`src/rtl/spd_pkg.sv`:
```
`timescale 1ns/1ps
package spd_pkg;
    typedef enum logic [2:0] {
        ST_IDLE  = 3'd0,
        ST_MEM   = 3'd1,
        ST_MDATA = 3'd2,
        ST_PREG  = 3'd3,
        ST_PDATA = 3'd4,
        ST_PROG  = 3'd5
    } ctl_state_t;
endpackage

```
`src/rtl/spd_page_buf.sv`:
```
`timescale 1ns/1ps
module spd_page_buf #(
    parameter int PAGE_W = 4,
    parameter int DATA_W = 8,
    localparam int PAGE_LEN = 1 << PAGE_W
) (
    input  logic                         clk,
    input  logic                         rst_n,
    input  logic                         clr,
    input  logic                         load,
    input  logic [PAGE_W-1:0]            idx,
    input  logic [DATA_W-1:0]            din,
    output logic [PAGE_LEN*DATA_W-1:0]   slot_data,
    output logic [PAGE_LEN-1:0]          slot_vld
);
    for (genvar i = 0; i < PAGE_LEN; i++) begin : g_slot
        logic              v_q;
        logic [DATA_W-1:0] d_q;
        always_ff @(posedge clk or negedge rst_n) begin
            if (!rst_n) begin
                v_q <= 1'b0;
                d_q <= '0;
            end else if (clr) begin
                v_q <= 1'b0;
            end else if (load && idx == PAGE_W'(i)) begin
                v_q <= 1'b1;
                d_q <= din;
            end
        end
        assign slot_vld[i] = v_q;
        assign slot_data[i*DATA_W +: DATA_W] = d_q;
    end

    // a loaded byte always leaves at least one valid slot
    a_r2_slot_filled: assert property (@(posedge clk) disable iff (!rst_n)
        (load && !clr) |=> (slot_vld != '0));
endmodule

```
`src/rtl/spd_lock_guard.sv`:
```
`timescale 1ns/1ps
module spd_lock_guard #(
    parameter int ADDR_W = 8
) (
    input  logic              clk,
    input  logic              por_n,
    input  logic              set_lock,
    input  logic              wr_allow,
    input  logic [ADDR_W-1:0] addr,
    output logic              locked,
    output logic              accept
);
    logic lock_q;

    always_ff @(posedge clk) begin
        if (!por_n)
            lock_q <= 1'b0;
        else if (set_lock)
            lock_q <= 1'b1;
    end

    assign locked = lock_q;
    assign accept = wr_allow && !(lock_q && !addr[ADDR_W-1]);

    // only power-on clears the lock
    a_r5_lock_sticky: assert property (@(posedge clk) disable iff (!por_n)
        lock_q |=> lock_q);
endmodule

```
`src/rtl/spd_prog_timer.sv`:
```
`timescale 1ns/1ps
module spd_prog_timer #(
    parameter int CYCLES = 20,
    localparam int CW = $clog2(CYCLES + 1)
) (
    input  logic clk,
    input  logic rst_n,
    input  logic srst,
    input  logic start,
    output logic busy,
    output logic expire
);
    logic [CW-1:0] cnt_q;
    logic          busy_q;

    always_ff @(posedge clk or negedge rst_n) begin
        if (!rst_n) begin
            busy_q <= 1'b0;
            cnt_q  <= '0;
        end else if (srst) begin
            busy_q <= 1'b0;
            cnt_q  <= '0;
        end else if (start) begin
            busy_q <= 1'b1;
            cnt_q  <= CW'(CYCLES - 1);
        end else if (expire) begin
            busy_q <= 1'b0;
        end else if (busy_q) begin
            cnt_q <= cnt_q - 1'b1;
        end
    end

    assign busy   = busy_q;
    assign expire = busy_q && (cnt_q == '0);

    // busy cannot end while cycles remain
    a_r9_busy_hold: assert property (@(posedge clk) disable iff (!rst_n || srst)
        (busy_q && cnt_q != '0) |=> busy_q);
endmodule

```
`src/rtl/spd_mem_ctrl.sv`:
```
`timescale 1ns/1ps
module spd_mem_ctrl #(
    parameter int ADDR_W      = 8,
    parameter int DATA_W      = 8,
    parameter int PAGE_W      = 4,
    parameter int PROG_CYCLES = 20
) (
    input  logic              clk,
    input  logic              rst_n,
    input  logic              por_n,
    input  logic              wr_allow,
    input  logic              start_stb,
    input  logic              start_prot,
    input  logic              addr_stb,
    input  logic [ADDR_W-1:0] addr_in,
    input  logic              wr_stb,
    input  logic [DATA_W-1:0] wr_data,
    input  logic              rd_stb,
    input  logic              stop_stb,
    output logic              resp_valid,
    output logic              resp_ack,
    output logic [DATA_W-1:0] rd_data,
    output logic              busy,
    output logic              locked
);
    import spd_pkg::*;

    localparam int DEPTH    = 1 << ADDR_W;
    localparam int PAGE_LEN = 1 << PAGE_W;

    ctl_state_t st_q, st_d;

    logic [ADDR_W-1:0]          addr_q;
    logic [DATA_W-1:0]          mem_q [DEPTH];
    logic [PAGE_LEN*DATA_W-1:0] slot_data;
    logic [PAGE_LEN-1:0]        slot_vld;
    logic                       resp_v_q, resp_a_q;
    logic [DATA_W-1:0]          rd_q;

    logic resp_v_d, resp_a_d;
    logic lat_clr, lat_wr, addr_ld, rd_do, commit, lock_set, tmr_start;
    logic accept, tmr_busy, tmr_expire;
    logic in_mem;

    assign in_mem = (st_q == ST_MEM) || (st_q == ST_MDATA);

    spd_page_buf #(.PAGE_W(PAGE_W), .DATA_W(DATA_W)) u_page (
        .clk       (clk),
        .rst_n     (rst_n),
        .clr       (lat_clr || !por_n),
        .load      (lat_wr),
        .idx       (addr_q[PAGE_W-1:0]),
        .din       (wr_data),
        .slot_data (slot_data),
        .slot_vld  (slot_vld)
    );

    spd_lock_guard #(.ADDR_W(ADDR_W)) u_guard (
        .clk      (clk),
        .por_n    (por_n),
        .set_lock (lock_set),
        .wr_allow (wr_allow),
        .addr     (addr_q),
        .locked   (locked),
        .accept   (accept)
    );

    spd_prog_timer #(.CYCLES(PROG_CYCLES)) u_timer (
        .clk    (clk),
        .rst_n  (rst_n),
        .srst   (!por_n),
        .start  (tmr_start),
        .busy   (tmr_busy),
        .expire (tmr_expire)
    );

    // Next-state and strobe decode
    always_comb begin
        st_d      = st_q;
        resp_v_d  = 1'b0;
        resp_a_d  = 1'b0;
        lat_clr   = 1'b0;
        lat_wr    = 1'b0;
        addr_ld   = 1'b0;
        rd_do     = 1'b0;
        commit    = 1'b0;
        lock_set  = 1'b0;
        tmr_start = 1'b0;
        unique case (st_q)
            ST_PROG: begin
                if (start_stb)
                    resp_v_d = 1'b1;
                if (tmr_expire)
                    st_d = ST_IDLE;
            end
            default: begin
                if (start_stb) begin
                    resp_v_d = 1'b1;
                    lat_clr  = 1'b1;
                    if (!start_prot) begin
                        resp_a_d = 1'b1;
                        st_d     = ST_MEM;
                    end else if (!locked) begin
                        resp_a_d = 1'b1;
                        st_d     = ST_PREG;
                    end else begin
                        st_d = ST_IDLE;
                    end
                end else if (stop_stb) begin
                    if (st_q == ST_MDATA) begin
                        commit    = 1'b1;
                        tmr_start = 1'b1;
                        st_d      = ST_PROG;
                    end else if (st_q == ST_PDATA) begin
                        lock_set  = 1'b1;
                        tmr_start = 1'b1;
                        st_d      = ST_PROG;
                    end else begin
                        lat_clr = 1'b1;
                        st_d    = ST_IDLE;
                    end
                end else if (addr_stb && st_q != ST_IDLE) begin
                    resp_v_d = 1'b1;
                    resp_a_d = 1'b1;
                    lat_clr  = 1'b1;
                    if (in_mem) begin
                        addr_ld = 1'b1;
                        st_d    = ST_MEM;
                    end else begin
                        st_d = ST_PREG;
                    end
                end else if (wr_stb && st_q != ST_IDLE) begin
                    resp_v_d = 1'b1;
                    if (in_mem) begin
                        if (accept) begin
                            resp_a_d = 1'b1;
                            lat_wr   = 1'b1;
                            st_d     = ST_MDATA;
                        end else begin
                            st_d = ST_MEM;
                        end
                    end else begin
                        if (wr_allow) begin
                            resp_a_d = 1'b1;
                            st_d     = ST_PDATA;
                        end else begin
                            st_d = ST_PREG;
                        end
                    end
                end else if (rd_stb && in_mem) begin
                    rd_do   = 1'b1;
                    lat_clr = 1'b1;
                    st_d    = ST_MEM;
                end
            end
        endcase
    end

    // State register
    always_ff @(posedge clk or negedge rst_n) begin
        if (!rst_n)
            st_q <= ST_IDLE;
        else if (!por_n)
            st_q <= ST_IDLE;
        else
            st_q <= st_d;
    end

    // Outputs and address counter
    always_ff @(posedge clk or negedge rst_n) begin
        if (!rst_n) begin
            resp_v_q <= 1'b0;
            resp_a_q <= 1'b0;
            rd_q     <= '0;
            addr_q   <= '0;
        end else if (!por_n) begin
            resp_v_q <= 1'b0;
            resp_a_q <= 1'b0;
            rd_q     <= '0;
            addr_q   <= '0;
        end else begin
            resp_v_q <= resp_v_d;
            resp_a_q <= resp_a_d;
            if (addr_ld)
                addr_q <= addr_in;
            else if (lat_wr)
                addr_q <= {addr_q[ADDR_W-1:PAGE_W], addr_q[PAGE_W-1:0] + PAGE_W'(1)};
            else if (rd_do) begin
                rd_q   <= mem_q[addr_q];
                addr_q <= addr_q + ADDR_W'(1);
            end
        end
    end

    // Array: power-on erase, page commit
    always_ff @(posedge clk) begin
        if (!por_n) begin
            for (int i = 0; i < DEPTH; i++)
                mem_q[i] <= '1;
        end else if (commit) begin
            for (int i = 0; i < PAGE_LEN; i++)
                if (slot_vld[i])
                    mem_q[{addr_q[ADDR_W-1:PAGE_W], PAGE_W'(i)}] <= slot_data[i*DATA_W +: DATA_W];
        end
    end

    assign resp_valid = resp_v_q;
    assign resp_ack   = resp_a_q;
    assign rd_data    = rd_q;
    assign busy       = (st_q == ST_PROG);

    // programming state and timer agree
    a_r9_timer_match: assert property (@(posedge clk) disable iff (!rst_n || !por_n)
        busy |-> tmr_busy);

    // address and data strobes are silent while busy
    a_r9_busy_quiet: assert property (@(posedge clk) disable iff (!rst_n || !por_n)
        (busy && !start_stb && (addr_stb || wr_stb)) |=> !resp_valid);

    // write disabled means refusal
    a_r3_refuse_disabled: assert property (@(posedge clk) disable iff (!rst_n || !por_n)
        (!busy && wr_stb && !wr_allow && !start_stb && !stop_stb && !addr_stb) |=> !resp_ack);

    // locked lower half refuses data
    a_r4_low_half: assert property (@(posedge clk) disable iff (!rst_n || !por_n)
        (in_mem && wr_stb && locked && !addr_q[ADDR_W-1]
         && !start_stb && !stop_stb && !addr_stb) |=> (resp_valid && !resp_ack));

    // locked device refuses protection commands
    a_r6_prot_refused: assert property (@(posedge clk) disable iff (!rst_n || !por_n)
        (!busy && start_stb && start_prot && locked) |=> (resp_valid && !resp_ack));

    // a read advances the full address
    a_r10_read_step: assert property (@(posedge clk) disable iff (!rst_n || !por_n)
        (in_mem && rd_stb && !start_stb && !stop_stb && !addr_stb && !wr_stb)
        |=> (addr_q == $past(addr_q) + ADDR_W'(1)));
endmodule

```
`config.mk`:
```
export PLATFORM = sky130hd
export DESIGN_NAME = spd_mem_ctrl
export DESIGN_NICKNAME = d
export VERILOG_FILES = /design/src/rtl/spd_pkg.sv /design/src/rtl/spd_page_buf.sv /design/src/rtl/spd_lock_guard.sv /design/src/rtl/spd_prog_timer.sv /design/src/rtl/spd_mem_ctrl.sv
export SDC_FILE = /design/constraint.sdc
export NUM_CORES = 2
export LEC_CHECK = 0
export BUFFER_PORTS_ARGS = -buffer_cell sky130_fd_sc_hd__buf_2
export CORE_UTILIZATION = 35
export CTS_CLUSTER_DIAMETER = 60
export DETAILED_ROUTE_END_ITERATION = 8
export SETUP_SLACK_MARGIN = 0.2
export SLEW_MARGIN = 40
export SYNTH_ARGS = -nofsm -noshare
export SYNTH_HDL_FRONTEND = slang
export SYNTH_SLANG_ARGS = --single-unit
```
`constraint.sdc`:
```
create_clock -name clk -period 3.89 [get_ports clk]
set_clock_uncertainty 0.2 [all_clocks]
set_input_delay 0.1945 -clock clk [delete_from_list [all_inputs] [get_ports clk]]
set_output_delay 0.1945 -clock clk [all_outputs]
set_load 0.01 [all_outputs]
```
[Word level (Yosys, flattened, before mapping)]
Memories as Yosys holds them, arrays and structs flattened.
Index checks and enable logic that the tools add are counted.
Storage, ports and cells
  logic and storage cells: 388
  bits in writable memories: 2048
  register bits after elaboration: 172
  input bits: 26
  output and inout port bits: 12
  memories: 1
Cells by class
  $add $sub $neg: 3
  reduce and logical (&&, ||, !) cells: 82
  bitwise logic cells: 1
  mux-type cells: 230
  equal/unequal tests: 30
Memories
  mem_q: depth 256, bits a word 8, rd ports 1, clocked after Yosys merged registers in 0, wr ports 256, line spd_mem_ctrl.sv:34  | logic [DATA_W-1:0] mem_q [DEPTH];
Operators with widths (number)
  $mux W8: 40
  $mux W1: 170
  $reduce_or A8 Y1: 16
  $reduce_and A2 Y1: 19
  $mux W3: 12
  $eq A4 B4 Y1 const B: 8
  $reduce_bool A2 Y1: 16
  $logic_and A1 B1 Y1: 22
  $mux W5: 4
  $eq A4 B3 Y1 const B: 4
  $ne A3 B1 Y1 const B: 3
  $add A8 B1 Y8 const B: 1
  $eq A4 B2 Y1 const B: 2
  $mux W2: 4
  $ne A7 B1 Y1 const B: 1
  $eq A3 B3 Y1 const B: 2
  $ne A3 B3 Y1 const B: 2
  $logic_not A5 Y1: 1
  $sub A5 B1 Y5 const B: 1
  $add A4 B1 Y4 const B: 1
  $eq A4 B1 Y1 const B: 1
  $logic_not A4 Y1: 1
  $ne A2 B2 Y1 const B: 2
  $ne A4 B1 Y1 const B: 1
  9 further kinds: 12

[Logic depth before layout (Yosys ltp)]
  depth in word-level cells: 14
  mapped depth: 12
  depth with buffers taken out: 8

[Hierarchy]
A second synthesis with hierarchy kept.
Second synthesis, totals
  cell total of the unflattened synthesis: 6960
  area, all modules: 102539.6 um^2
By module, submodules not included
  spd_mem_ctrl: area each 96570.1 um^2, cells an instance 6566, instances 1
  spd_page_buf: area each 5600.4 um^2, cells an instance 353, instances 1
  spd_prog_timer: area each 330.3 um^2, cells an instance 37, instances 1
  spd_lock_guard: area each 38.8 um^2, cells an instance 4, instances 1

[Least setup slack after synthesis]
Ideal clock, no wire load.
  kind: flip-flop to flip-flop
  start point: register st_q[0]
  end point: memory mem_q[190][0] (enable)
  arrival: 2.467 ns
  stages on the path, launching flop included: 9
  slack: 0.839 ns
  path buffers: 3
  cells stage by stage: dfrtp_1 -> inv_1 -> nand2_1 -> nor4_2 -> clkbuf_1 -> nand2_1 -> buf_1 -> clkbuf_1 -> o21ai_0
RTL lines
  from (decl): line spd_mem_ctrl.sv:31  | ctl_state_t st_q, st_d;
  from (signal assigned): line spd_mem_ctrl.sv:166  | st_q <= st_d;
  to (decl): line spd_mem_ctrl.sv:34

[Final worst setup path]
  start point: register addr_q[0]
  end point: register rd_q[1] (netlist: rd_data[1])
On the way
  longest elaborated chain between the ends: 5
RTL lines
  from (decl): line spd_mem_ctrl.sv:33  | logic [ADDR_W-1:0] addr_q;
  from (signal assigned): line spd_mem_ctrl.sv:185  | addr_q <= addr_in;
  from (signal assigned): line spd_mem_ctrl.sv:187  | addr_q <= {addr_q[ADDR_W-1:PAGE_W], addr_q[PAGE_W-1:0] + PAGE_W'(1)};
  from (signal assigned): line spd_mem_ctrl.sv:190  | addr_q <= addr_q + ADDR_W'(1);
  $mem_v2 Z256 W8
  $mux W8: line spd_mem_ctrl.sv:188  | else if (rd_do) begin
  $mux W8: line spd_mem_ctrl.sv:186  | else if (lat_wr)
  $mux W8: line spd_mem_ctrl.sv:184  | if (addr_ld)
  $mux W8: line spd_mem_ctrl.sv:176  | end else if (!por_n) begin
  to (signal assigned): line spd_mem_ctrl.sv:189  | rd_q <= mem_q[addr_q];
  to (decl): line spd_mem_ctrl.sv:38  | logic [DATA_W-1:0] rd_q;
No other way between the ends. The select of a mux whose other input is x is not followed.
A chain may end at the register's enable or synchronous reset.

==> reports/qor.tcl <==
set qor(fillers) 26264
set qor(violations) {design-rule violations}
set qor(core_region_area_um2) 289000
set qor(final_common_cell) {sky130_fd_sc_hd__or3_1}
set qor(first_global_vias) 67419
set qor(met2_usage_pct) 40.8
set qor(max-vdd-ir-drop_uv) 389
set qor(grt_start_max_net_pins) 150
set qor(power.leakage_nw) 30.2
set qor(ys_seq_area_share_pct) 64.5
set qor(place_hpwl_mm) 257
set qor(crit_path_cell_trace) {buf_12 -> bufbuf_16 -> mux4_2 -> a22oi_1 -> nand4_1 -> or4_1 -> o311a_1}
set qor(buffer_ports.inserted) 37
set qor(preCtsSetupSlack_ns) -0.122
set qor(grt_first_pass_wirelength_mm) 557
set qor(syn_area_um2) 102000
set qor(totalWireLength_mm) 409
set qor(post-route-worst-setup-slack_ns) 0.148
set qor(outcome) {complete, but fails checks}
set qor(power.density_nw_per_um2) 441
set qor(synth_seq_cells) 2220
set qor(critical_path.top_delay_family) {simple AND/OR/NAND/NOR gates}
set qor(period_needed_ns) 3.74
set qor(worst-slew-pin-transition_ns) 1.07
set qor(clock_sinks) 2220
set qor(net-switching-power_mw) 12.5
set qor(die_outline_height_um) 542
set qor(required_ns) 4.50
set qor(die_area_um2) 294000
set qor(rsz0062_at_grt) {yes}
set qor(final_cell_area_um2) 118000
set qor(worst_hold_slack_ns) 0.0213
set qor(timing.setup.critical_path_class) {register to register}
set qor(synth_cells) 7022
set qor(postRouteAntennaNets) 0
set qor(clock-root-buffer) {sky130_fd_sc_hd__clkbuf_16}
set qor(power.share.combinational_pct) 8.1
set qor(gpl.final_weighted_congestion) 0.994
set qor(hold_viol) 0
set qor(fmaxAchievable_ghz) 0.267
set qor(num_vias) 71236
set qor(cts.reportedPaths.clkPinSlew_ns) 0.07
set qor(cts_htree_levels) 4
set qor(crit_end_category) {register}
set qor(synth_async_sr_flop_share_pct) 7.70
set qor(die_wd_um) 542
set qor(clk-insertion-delay-late_ns) 0.95
set qor(worstPathMaxFanout) 14
set qor(syn_area_per_cell_um2) 14.5
set qor(synth_nets) 7053
set qor(slew_viol_final) 0
set qor(grtUsageMet3_pct) 7.31
set qor(cts.path.max_buffers) 4
set qor(detail_route.drc_violations) 1
set qor(firstDrtPassIters) 9
set qor(kind_of_start_point_of_the_critical_path) {register}
set qor(worst_path_largest_cell_delay_ns) 0.60
set qor(hold_class) {input pin to register}
set qor(seq_power_share_pct) 50.1
set qor(number_of_buffers_and_inverters_on_the_critical_path) 2
set qor(detail_route.wl_per_cell_um) 36.3
set qor(clock_power_share_pct) 41.8
set qor(overflow) 0
set qor(drc_violation_total_after_the_first_tritonroute_iteration) 13178
set qor(vias_per_cell) 6.31
set qor(row_count) 197
set qor(tritoncts_clock_tree) {done}
set qor(grt_usage_pct) 27.3
set qor(number_of_synthesized_flops_with_an_enable_pin) 2048
set qor(sw_frac_of_total_pct) 24.1
set qor(post_place_instance_area_um2) 110000
set qor(timing.critical_path.slowest_stage_cell) {sky130_fd_sc_hd__or4_1}
set qor(power.internal_mw) 39.5
set qor(yosys.cell_types.count) 71
set qor(cts_bufs_inserted) 234
set qor(ys_dominant_reg_cell) {sky130_fd_sc_hd__edfxtp_1}
set qor(maxcap_viol_count) 0
set qor(setup_viol) 0
set qor(timing.slew.headroom_pct) 28.4
set qor(synthesis.yosys.warnings) 0
set qor(most-common-layout-cells) {sky130_fd_sc_hd__or3_1 (2054), sky130_fd_sc_hd__edfxtp_1 (2048), sky130_fd_sc_hd__buf_4 (615)}
set qor(num-nets-final) 7182
set qor(syn_to_final_growth_pct) 15.6
set qor(busiest_layer) {met2}
set qor(met1_usage_pct) 34.8
set qor(final_layout_size_suffix_gt1_share_pct) 24.2
set qor(initial_standard_cell_utilization_of_the_core_pct) 35.3
set qor(layout_worst_path_cycle_share_pct) 96.2
set qor(arrival_ns) 4.35
set qor(antenna_violations_before_repair) 88
set qor(io_pins) 38
## kinds of logic (layout without fill, tap and decap cells)
group | count (synthesis) | in the layout | share of synthesized area (%)
adders and majority gates | 5 | 5 | 0.0613
buffers and inverters | 887 | 1201 | 3.70
other | 0 | 70 | 0
and+or+nand+nor | 2436 | 2436 | 14.6
AOI/OAI and AO/OA | 697 | 697 | 4.31
DFF | 2220 | 2220 | 64.5
muxes | 771 | 771 | 12.8
xor gates and xnor gates | 6 | 6 | 0.0515
## per-stage QoR
step | TNS, ns | utilization [%] | total power, mW | instances
floorplan | 0 | - | 28.8 | 7022
global placement | -1.67 | 37.9 | 30.5 | 10736
detailed placement | -0.400 | 38.0 | 30.5 | 10740
CTS | 0 | 40.7 | 52.0 | 11213
global route | 0 | 40.8 | 53.0 | 11224
finish | 0 | 40.8 | 52.0 | 11286
## what timing repair did
| action | CTS | global route |
|---|---|---|
| endpoints found under the hold margin | 565 | 0 |
| resized for setup | 17 | 15 |
| pin swaps | 1 | 1 |
| gates cloned | 1 | 1 |
| setup endpoints to repair | 8 | 8 |
| buffers inserted | 7 | 0 |
| hold buffers | 44 | 0 |
## final timing paths
path / startpoint / end / slack [ns] / cells past startpoint
min in group asynchronous: rst_n / addr_q[0] / 0.41 / 4
max: addr_q[0] / rd_data[1] / 0.15 / 7
min: addr_stb / addr_q[3] / 0.02 / 7
max in group asynchronous: rst_n / u_page.g_slot[14].d_q[5] / 2.53 / 4
min reg2reg: u_page.g_slot[5].d_q[1] / u_page.g_slot[5].d_q[1] / 0.31 / 1
max reg2reg: addr_q[0] / rd_data[1] / 0.15 / 7
## synth_stat cells, types with 5 or more instances
library cell / number / area [um2]
sky130_fd_sc_hd__or3_1: 2054 / 12800
sky130_fd_sc_hd__edfxtp_1: 2048 / 61500
sky130_fd_sc_hd__clkbuf_1: 707 / 2650
sky130_fd_sc_hd__mux4_2: 410 / 9230
sky130_fd_sc_hd__o21ai_0: 308 / 1540
sky130_fd_sc_hd__mux2i_1: 223 / 2230
sky130_fd_sc_hd__dfrtp_1: 171 / 4280
sky130_fd_sc_hd__mux2_2: 138 / 1550
sky130_fd_sc_hd__a22oi_1: 121 / 908
sky130_fd_sc_hd__nand2_1: 98 / 368
sky130_fd_sc_hd__buf_2: 70 / 350
sky130_fd_sc_hd__nand3_1: 57 / 285
sky130_fd_sc_hd__a21oi_1: 51 / 255
sky130_fd_sc_hd__o22ai_1: 50 / 313
sky130_fd_sc_hd__nor2_1: 48 / 180
sky130_fd_sc_hd__a211oi_1: 47 / 353
sky130_fd_sc_hd__buf_4: 36 / 270
sky130_fd_sc_hd__buf_1: 32 / 120
sky130_fd_sc_hd__nand4_1: 32 / 200
sky130_fd_sc_hd__nor2b_1: 29 / 181
sky130_fd_sc_hd__a221oi_1: 27 / 236
sky130_fd_sc_hd__and3_1: 27 / 169
sky130_fd_sc_hd__buf_6: 27 / 304
sky130_fd_sc_hd__nor3_1: 19 / 95.1
sky130_fd_sc_hd__and4_1: 17 / 149
sky130_fd_sc_hd__a21o_1: 16 / 120
sky130_fd_sc_hd__a22o_1: 15 / 131
sky130_fd_sc_hd__inv_1: 13 / 48.8
sky130_fd_sc_hd__nor4_1: 11 / 68.8
sky130_fd_sc_hd__nand2b_1: 9 / 56.3
sky130_fd_sc_hd__a2111oi_0: 8 / 70.1
sky130_fd_sc_hd__or4_1: 8 / 60.1
sky130_fd_sc_hd__o311a_1: 7 / 70.1
sky130_fd_sc_hd__a21boi_0: 6 / 45.0
sky130_fd_sc_hd__a31oi_1: 6 / 37.5
sky130_fd_sc_hd__a41oi_1: 6 / 52.6
sky130_fd_sc_hd__and2_1: 6 / 37.5
sky130_fd_sc_hd__o311ai_0: 6 / 52.6
sky130_fd_sc_hd__ha_1: 5 / 62.6
## area by class of cell
cell class / count / area, um2 / share of cell area [%]
inverters: 13 / 48.8 / 0.0414
repair buffers: 767 / 6720 / 5.69
multi-input cells: 3915 / 33000 / 28.0
clock inverters: 134 / 1040 / 0.879
flip-flops and latches: 2220 / 66000 / 56.0
clock buffers: 287 / 6140 / 5.20
diodes: 70 / 175 / 0.149
well taps: 3880 / 4850 / 4.12
## registers in the layout, indices dropped and copies added, names as in the netlist, 3 cells and up
register	cells
st_q	3
rd_data	8
u_timer.cnt_q	5
u_page.g_slot.v_q	16
addr_q	8
u_page.g_slot.d_q	128
mem_q	2048
## metal layers
metal	up-vias	part of all wire (%)
met2	5655	44
met4	12	7.4
met5	-	0.018
li1	28046	-
met3	1094	13
met1	36429	35
## worst min-delay path: cells and delay by family
family	cells	cell delay, ns
buffers and inverters	2	0.35
AO/OA/AOI/OAI	2	0.18
AND/OR/NAND/NOR	3	0.35
## power by group through the flow
stage | registers (mW) | clock network [mW] | logic, mW
after detailed placement | 26.6 | 0 | 3.93
final | 26.1 | 21.8 | 4.19
after global routing | 26.0 | 22.6 | 4.29
after CTS | 26.1 | 21.8 | 4.09
after floorplan | 26.5 | 0 | 2.27
after global placement | 26.6 | 0 | 3.90
Note: power is estimated with default switching activity, not from simulation.
